$ cat src/rtl/dlt_pkg.sv
`timescale 1ns/1ps
package dlt_pkg;
  typedef enum logic {
    FRM_UPDATE = 1'b0,
    FRM_STATIC = 1'b1
  } frame_kind_e;

  typedef struct packed {
    logic grant;
    logic raw;
  } fetch_dec_t;
endpackage

$ cat src/rtl/dlt_line_map.sv
`timescale 1ns/1ps
module dlt_line_map #(
  parameter int LINE_W = 10,
  localparam int ADDR_W = LINE_W + 11
) (
  input  logic [ADDR_W-1:0] addr,
  input  logic              pitch_sel,
  output logic [LINE_W-1:0] line
);
  // Byte offset inside a line never selects a line.
  logic unused_offset;
  assign unused_offset = ^addr[9:0];

  always_comb begin
    if (pitch_sel) line = addr[ADDR_W-1:11];
    else           line = addr[ADDR_W-2:10];
  end
endmodule

$ cat src/rtl/dlt_frame_seq.sv
`timescale 1ns/1ps
module dlt_frame_seq
  import dlt_pkg::*;
(
  input  logic clk,
  input  logic rst_n,
  input  logic frame_start,
  input  logic insert_en,
  output logic static_q
);
  frame_kind_e kind;

  always_ff @(posedge clk or negedge rst_n) begin
    if (!rst_n) begin
      kind <= FRM_UPDATE;
    end else if (frame_start) begin
      if (insert_en) kind <= (kind == FRM_UPDATE) ? FRM_STATIC : FRM_UPDATE;
      else           kind <= FRM_UPDATE;
    end
  end

  assign static_q = (kind == FRM_STATIC);
endmodule

$ cat src/rtl/dlt_dirty_bits.sv
`timescale 1ns/1ps
module dlt_dirty_bits #(
  parameter int LINES = 1024,
  localparam int LINE_W = $clog2(LINES)
) (
  input  logic              clk,
  input  logic              rst_n,
  input  logic              set_en,
  input  logic              set_all,
  input  logic [LINE_W-1:0] set_idx,
  input  logic              clr_en,
  input  logic [LINE_W-1:0] clr_idx,
  input  logic [LINE_W-1:0] rd_idx,
  output logic              rd_bit
);
  logic [LINES-1:0] flags;

  for (genvar i = 0; i < LINES; i++) begin : g_line
    logic hit_set, hit_clr, flag_q;
    assign hit_set = set_all | (set_en & (set_idx == LINE_W'(i)));
    assign hit_clr = clr_en & (clr_idx == LINE_W'(i));
    // A set in the same cycle wins over a clear.
    always_ff @(posedge clk or negedge rst_n) begin
      if (!rst_n)       flag_q <= 1'b1;
      else if (hit_set) flag_q <= 1'b1;
      else if (hit_clr) flag_q <= 1'b0;
    end
    assign flags[i] = flag_q;
  end

  assign rd_bit = flags[rd_idx];
endmodule

$ cat src/rtl/dirty_line_tracker.sv
`timescale 1ns/1ps
module dirty_line_tracker
  import dlt_pkg::*;
#(
  parameter int LINES = 1024,
  localparam int LINE_W = $clog2(LINES),
  localparam int ADDR_W = LINE_W + 11
) (
  input  logic              clk,
  input  logic              rst_n,
  input  logic              wr_valid,
  output logic              wr_ready,
  input  logic [ADDR_W-1:0] wr_addr,
  input  logic              pitch_sel,
  input  logic              frame_dirty_en,
  input  logic              frame_start,
  input  logic              insert_en,
  input  logic              cmp_en,
  input  logic              dec_en,
  input  logic              req_valid,
  output logic              req_ready,
  input  logic [LINE_W-1:0] req_line,
  input  logic              req_cmp_ok,
  output logic              rsp_valid,
  input  logic              rsp_ready,
  output logic              rsp_grant,
  output logic              rsp_raw,
  output logic [LINE_W-1:0] rsp_line
);
  logic [LINE_W-1:0] wr_line;
  logic              frm_static;
  logic              dirty_rd;
  logic              req_fire;
  fetch_dec_t        dec_now;

  assign wr_ready  = 1'b1;
  assign req_ready = ~rsp_valid | rsp_ready;
  assign req_fire  = req_valid & req_ready;

  dlt_line_map #(.LINE_W(LINE_W)) u_map (
    .addr(wr_addr), .pitch_sel(pitch_sel), .line(wr_line)
  );

  dlt_frame_seq u_frm (
    .clk(clk), .rst_n(rst_n), .frame_start(frame_start),
    .insert_en(insert_en), .static_q(frm_static)
  );

  always_comb begin
    dec_now.grant = cmp_en & ~frm_static & dirty_rd;
    dec_now.raw   = ~dec_en | ~req_cmp_ok | dec_now.grant;
  end

  dlt_dirty_bits #(.LINES(LINES)) u_bits (
    .clk(clk), .rst_n(rst_n),
    .set_en(wr_valid), .set_all(wr_valid & frame_dirty_en), .set_idx(wr_line),
    .clr_en(req_fire & dec_now.grant), .clr_idx(req_line),
    .rd_idx(req_line), .rd_bit(dirty_rd)
  );

  always_ff @(posedge clk or negedge rst_n) begin
    if (!rst_n) begin
      rsp_valid <= 1'b0;
      rsp_grant <= 1'b0;
      rsp_raw   <= 1'b0;
      rsp_line  <= '0;
    end else if (req_fire) begin
      rsp_valid <= 1'b1;
      rsp_grant <= dec_now.grant;
      rsp_raw   <= dec_now.raw;
      rsp_line  <= req_line;
    end else if (rsp_ready) begin
      rsp_valid <= 1'b0;
    end
  end
endmodule

$ cat config.mk
export PLATFORM = sky130hd
export DESIGN_NAME = dirty_line_tracker
export DESIGN_NICKNAME = d
export VERILOG_FILES = /design/src/rtl/dlt_pkg.sv /design/src/rtl/dlt_line_map.sv /design/src/rtl/dlt_frame_seq.sv /design/src/rtl/dlt_dirty_bits.sv /design/src/rtl/dirty_line_tracker.sv
export SDC_FILE = /design/constraint.sdc
export NUM_CORES = 2
export LEC_CHECK = 0
export BUFFER_PORTS_ARGS = -buffer_cell sky130_fd_sc_hd__clkbuf_2
export CORE_MARGIN = 3
export CORE_UTILIZATION = 40
export CTS_CLUSTER_DIAMETER = 30
export DETAILED_ROUTE_END_ITERATION = 8
export PLACE_DENSITY_LB_ADDON = 0.3
export SYNTH_ARGS = -nofsm -noshare
export SYNTH_HDL_FRONTEND = slang
export SYNTH_SLANG_ARGS = --single-unit
$ cat constraint.sdc
create_clock -name clk -period 8.15 [get_ports clk]
set_clock_uncertainty 0.1 [all_clocks]
set_input_delay 1.63 -clock clk [delete_from_list [all_inputs] [get_ports clk]]
set_output_delay 1.63 -clock clk [all_outputs]
set_load 0.05 [all_outputs]
# Yosys cells after proc, flatten, opt, wreduce, memory -nomap -nowiden
# Index checks and enable logic that the tools add are counted.
word_totals:
  output_inout_bits: 15
  register_bits: 1038
  elab_cells: 9242
  in_bits: 43
classes:
  reduce_logical: 1027
  n_bitwise: 3084
  n_mux: 2055
  eq_ne: 2046
  n_lt_le_gt_ge: 1
op_table:
  columns: ["cell", "count"]
  rows:
  - ["== test 10 bit, second input constant", 1024]
  - ["== test 10 x 9 -> 1 bit, second input constant", 512]
  - ["== test 10 x 8 -> 1 bit, second input constant", 256]
  - ["bitwise AND 1 bit", 2053]
  - ["two-way mux 1 bit", 2053]
  - ["nonzero test 2 bit", 1025]
  - ["== test 10 x 7 -> 1 bit, second input constant", 128]
  - ["OR 1 bit", 1027]
  - ["== test 10 x 6 -> 1 bit, second input constant", 64]
  - ["== test 10 x 5 -> 1 bit, second input constant", 32]
  - ["== test 10 x 4 -> 1 bit, second input constant", 16]
  - ["== test 10 x 3 -> 1 bit, second input constant", 8]
  - ["== test 10 x 2 -> 1 bit, second input constant", 4]
  - ["== test 10 x 1 -> 1 bit, second input constant", 2]
  - ["logical NOT 10 bit", 2]
  - ["less-than comparator 10 x 11 -> 1 bit, second input constant", 1]
  - ["binary-select mux 1 bit (select 10 bit)", 1]
  - ["two-way mux 10 bit", 1]
  - ["NOT 1 bit", 4]

# Logic depth before layout (Yosys ltp)
depth:
  depth_word: 7
  depth_mapped: 21
  depth_no_buf: 9

# Cells and area by module
# From an unflattened synthesis, not the netlist that was laid out.
hier_totals:
  cells_unflattened: 4886
  area_unflattened_um2: 54338.4
modules_own_cells:
  columns: ["module", "area_per_inst_um2", "cells_each", "instances", "seq_area_each_um2"]
  rows:
  - ["dlt_dirty_bits", 53556.4, 4832, 1, 26905.8]
  - ["dirty_line_tracker", 575.6, 39, 1, 325.3]
  - ["dlt_line_map", 161.4, 11, 1, 0.0]
  - ["dlt_frame_seq", 45.0, 4, 1, 25.0]

# Worst setup path before layout
# No wires, ideal clock.
synth_path:
  path_kind: "in2reg"
  startpoint: "input port req_line[0]"
  endpoint: "register u_bits.g_line[544].flag_q"
  t_arrival_ps: 4575
  required_ps: 7971
  n_path_buf: 9
  stages: 17
  setup_slack_ps: 3396
  setup_ps: 79
  path_cell_list: "buf_4 -> buf_6 -> buf_4 -> buf_6 -> buf_6 -> buf_6 -> mux4_2 -> a21oi_1 -> o211ai_1 -> a211oi_1 -> nor4_1 -> and3_1 -> buf_4 -> buf_2 -> buf_4 -> and3_1 -> o21ai_0"
synth_between:
  elab_chain_cells: 6
  word_cells_on_any_way: 7
  classes_between: "eq/ne (1); mux (2); bitwise (3); reduce/logical (1)"
synth_rtl:
  columns: ["item", "line_no", "text"]
  rows:
  - ["start, declared", "dirty_line_tracker.sv:22", "input logic [LINE_W-1:0] req_line,"]
  - ["binary-select mux 1 bit (select 10 bit)", "dlt_dirty_bits.sv:31", "assign rd_bit = flags[rd_idx];"]
  - ["two-way mux 1 bit (implied by the code)", "dlt_dirty_bits.sv:31", null]
  - ["bitwise AND 1 bit", "dirty_line_tracker.sv:50", "dec_now.grant = cmp_en & ~frm_static & dirty_rd;"]
  - ["bitwise AND 1 bit", "dirty_line_tracker.sv:57", ".clr_en(req_fire & dec_now.grant), .clr_idx(req_line),"]
  - ["bitwise AND 1 bit (*)", "dlt_dirty_bits.sv:21", "assign hit_clr = clr_en & (clr_idx == LINE_W'(i));"]
  - ["nonzero test 2 bit (no line) (*)", null, null]
  - ["end signal, assigned", "dlt_dirty_bits.sv:24", "if (!rst_n) flag_q <= 1'b1;"]
  - ["end signal, assigned", "dlt_dirty_bits.sv:25", "else if (hit_set) flag_q <= 1'b1;"]
  - ["end signal, assigned", "dlt_dirty_bits.sv:26", "else if (hit_clr) flag_q <= 1'b0;"]
  - ["end, declared", "dlt_dirty_bits.sv:19", "logic hit_set, hit_clr, flag_q;"]
# Mark *: on every way between the ends. The rest lies on a longest branch, timed or not. The select of a mux whose other input is x is not followed.
# A chain may end at the register's enable or synchronous reset.

# Worst setup path after layout
layout_path:
  startpoint: "input port req_line[1]"
  endpoint: "register u_bits.g_line[643].flag_q"
layout_between:
  elab_chain_cells: 6
  word_cells_on_any_way: 7
  classes_between: "eq/ne (1); mux (2); bitwise (3); reduce/logical (1)"
layout_rtl:
  columns: ["item", "line_no"]
  rows:
  - ["binary-select mux 1 bit (select 10 bit)", "dlt_dirty_bits.sv:31"]
  - ["two-way mux 1 bit (implied by the code)", "dlt_dirty_bits.sv:31"]
  - ["bitwise AND 1 bit", "dirty_line_tracker.sv:50"]
  - ["bitwise AND 1 bit", "dirty_line_tracker.sv:57"]
  - ["bitwise AND 1 bit (*)", "dlt_dirty_bits.sv:21"]
  - ["nonzero test 2 bit (no line) (*)", null]
  - ["end signal, assigned", "dlt_dirty_bits.sv:24"]
  - ["end signal, assigned", "dlt_dirty_bits.sv:25"]
  - ["end signal, assigned", "dlt_dirty_bits.sv:26"]
  - ["end, declared", "dlt_dirty_bits.sv:19"]
# Marks and branches as above.

==> qor.csv <==
metric,value,unit
flop2flop setup slack,3.39,ns
vias,53700,
CTS root buf,clkbuf_16,
final worst slack,2.04,ns
depth of the most critical reg-to-reg path,10,
Iteration-0 DRC Markers,8183,
Residual DRC,0,
global-route wire length before repair,356,mm
worst-margin pin slew,1.35,ns
"Net count, final",5421,
ANT nets after route,0,
fin crit share,74.9,%
post-synthesis register bit count,1038,
number of flops mapped to enable cells by yosys,0,
Area Overhead vs Synth,17.3,%
post-synth top area share,46.5,%
min-delay src,u_bits.g_line[463].flag_q,
Clock H-tree levels,4,
total power,17.0,mW
Startpoint Class,primary input,
Top Ports,58,
fin. max-slew vios,0,
final hold vios,0,
Initial Utilization,40.6,%
CTS tree,yes,
Post-Syn Area,57800,sq um
worst path cell trace,"buf_8, buf_4, mux4_2, nand2_1, a32o_1, a311oi_1, nor3b_1, nor4_1, and3_4, buf_12, nand4_1, a221o_1",
crit end category,register,
clock sink total,1038,
Die W,386,um
RR Startpoint,u_bits.g_line[756].flag_q,
Synthesis Warnings,0,
mux share of post-synthesis cell area,9.91,%
Max Cap Viol,0,
Avg WL per Cell,32.4,um
XOR/XNOR Fraction of Synth Area,0,%
status,"complete, no violations",
share of layout cells above drive strength 1,33.7,%
simple-gate share of the synthesized area,14.4,%
fmax,0.164,GHz
Crit Path Category,in -> reg,
TritonCTS buffer count,240,
Clock Tree Buf Depth,3,
Post-Syn Nets,5696,
top cell type by total area after synthesis,dfstp_2,
crit path DAT,6.75,ns
cts repair resizes,0,
Crit-path slowest cell,a311oi_1,
Async SR Flop Fraction,100,%
largest cells by area after synthesis,"dfstp_2, a221o_1, nand4_1, mux2i_1, mux4_2",
aggregate global-route resource usage,31.7,%
cells after synthesis,5653,
CP peak stage delay,1.02,ns
dominant synthesized flop cell,dfstp_2,
die area,149000,sq um
"Seq/Total Area, Yosys",47.2,%
vias in the first global route,51900,
PwrDens,251,nW/um^2
DRT Wirelength,243,mm
Yosys cell types,76,
initial antenna violation count,11,
via-per-instance ratio,7.16,
# fillers,12800,
Rows,138,
Syn Area/Cell,10.2,sq um
main combinational cell family by area after synthesis,compound AO/OA/AOI/OAI gates,
Worst Path Required,8.80,ns
core area,142000,sq um
Adder-Cell Fraction of Synth Area,0,%
relative slew slack,9.08,%
crit path from,req_line[1],
Crit Path Max Fanout,99,
pre-CTS setup slack,1.53,ns
global placement routability congestion,0.918,
first drt pass iteration count,7,
Compound-Gate Fraction of Synth Area,22.0,%
"Hold-fix buffers, CTS",0,
Die H,386,um
worst hold-check path type,reg -> reg,
Setup Viol. Count Final,0,
RSZ-0062 raised after global routing,no,
Worst-path clk slew,0.05,ns
aggregate global routing overflow,0,
Post CTS Setup Buffer Count,0,
RR Endpoint,u_bits.g_line[643].flag_q,
worst setup path endpoint,u_bits.g_line[643].flag_q,
DP Wirelength,137,mm
largest net degree at the start of global routing,213,
Pleak,23.8,nW
min Tclk post-route,6.11,ns
peak supply drop,0.000247,V
PortBufs,46,
TNS Setup,0,ns
worst skew pair latency,0.86,ns
flip-flops by register name, summed over array words and instances (netlist names):
name                  flops
rsp_grant                 1
u_bits.g_line.flag_q   1024
rsp_line                 10
u_frm.static_q            1
rsp_raw                   1
rsp_valid                 1
through the flow:
stage	std cells	instance area [sq um]	hold WS, ns	util (%)
2_1_floorplan	5653	57800	0.347	-
3_3_place_gp	7026	58800	0.353	41.3
3_5_place_dp	7026	58800	0.357	41.3
4_1_cts	7482	67800	0.364	47.6
5_1_grt	7484	67800	0.379	47.6
6_report	7492	67800	0.364	47.6
Yosys cell counts (all sizes together), types with 4 or more instances:
| cell | instances |
|---|---|
| a2111oi | 4 |
| a211o | 7 |
| a211oi | 8 |
| a21oi | 266 |
| a221o | 565 |
| a221oi | 214 |
| a22o | 7 |
| a22oi | 67 |
| a311oi | 4 |
| a31oi | 11 |
| a32oi | 5 |
| and2 | 11 |
| and3 | 8 |
| buf | 192 |
| clkbuf | 528 |
| dfrtp | 14 |
| dfstp | 1024 |
| dlygate4sd1 | 11 |
| inv | 56 |
| mux2 | 16 |
| mux2i | 301 |
| mux4 | 112 |
| nand2 | 556 |
| nand2b | 22 |
| nand3 | 56 |
| nand3b | 7 |
| nand4 | 538 |
| nor2 | 332 |
| nor2b | 21 |
| nor3 | 38 |
| nor3b | 6 |
| nor4 | 16 |
| o211ai | 6 |
| o21ai | 467 |
| o221ai | 9 |
| o22ai | 35 |
| o31ai | 20 |
| or2 | 6 |
| or3 | 46 |
| or4 | 8 |
power by group:
group          internal [mW]  switching (mW)  leakage [nW]  total, mW
sequential              5.20         0.00599          10.9       5.21
combinational          0.237            1.02          8.57       1.26
clock                   7.21            3.35          4.26       10.6
total                   12.7            4.37          23.8       17.0
cell type report:
| class | instances | area (sq um) | share of cell area [%] |
|---|---|---|---|
| Clock buffer | 302 | 6640 | 9.80 |
| Timing Repair Buffer | 217 | 1920 | 2.83 |
| Clock inverter | 154 | 2270 | 3.36 |
| Multi-Input combinational cell | 3825 | 27100 | 40.0 |
| Antenna cell | 10 | 25.0 | 0.0369 |
| Inverter | 56 | 210 | 0.310 |
| Sequential cell | 1038 | 27300 | 40.2 |
| Tap cell | 1890 | 2360 | 3.49 |
layout by cell type, fill, tap and decap left out, types with 13 or more instances in the layout:
cell type | netlist | final
mux4_2 | 109 | 109
nor3_2 | 3 | 13
a22oi_1 | 67 | 66
dfrtp_1 | 14 | 14
or3_1 | 46 | 46
a221o_1 | 565 | 565
clkinvlp_4 | 0 | 38
o31ai_1 | 20 | 20
bufinv_16 | 0 | 46
nand2b_1 | 22 | 22
nand4_1 | 537 | 537
buf_4 | 77 | 142
nand2_1 | 556 | 543
o21ai_1 | 32 | 30
o22ai_1 | 35 | 35
buf_12 | 4 | 30
dfstp_2 | 1024 | 1024
nand2_2 | 0 | 13
a21oi_1 | 266 | 265
clkinv_2 | 0 | 37
clkbuf_8 | 0 | 36
nor2_1 | 332 | 310
clkbuf_2 | 0 | 41
clkbuf_16 | 0 | 242
nor2b_1 | 21 | 18
nor4_1 | 14 | 13
a221oi_1 | 214 | 214
nor2_4 | 0 | 13
clkbuf_1 | 528 | 24
inv_1 | 55 | 55
mux2_2 | 16 | 16
nor3_1 | 35 | 25
mux2i_1 | 301 | 301
o21ai_0 | 435 | 435
nand3_1 | 56 | 52
per-layer routing:
layer  part of all wire (%)  wire length [um]  vias to the layer above  global-route usage (%)
met3                     12             30400                      882                    10.9
li1                       -                 -                    21500                       -
met5                  0.026                63                        -                       0
met1                     38             92900                    27200                    41.3
met4                    6.4             15600                       10                    19.7
met2                     43            104000                     3996                    45.1
worst max-delay path: cells and delay by family:
family,cells,cell delay [ns]
compound gates,3,1.72
buf+inv,3,1.45
mux,1,0.29
simple gates,5,1.54
kinds of logic after synthesis:
group | after synthesis
other | 1
buffers and inverters | 790
DFF | 1038
muxes | 429
AOI/OAI and AO/OA | 1712
and+or+nand+nor | 1683
how the worst min path moves through the flow:
| stage | end | slack, ns | cells past startpoint |
|---|---|---|---|
| 6_report | u_bits.g_line[463].flag_q | 0.36 | 2 |
| 5_1_grt | u_bits.g_line[981].flag_q | 0.38 | 2 |
| 4_1_cts | u_bits.g_line[463].flag_q | 0.36 | 2 |
| 3_5_place_dp | u_bits.g_line[463].flag_q | 0.36 | 2 |
| 3_3_place_gp | u_bits.g_line[448].flag_q | 0.35 | 2 |
| 2_1_floorplan | u_bits.g_line[448].flag_q | 0.35 | 2 |
(Power assumes the default switching activity.)
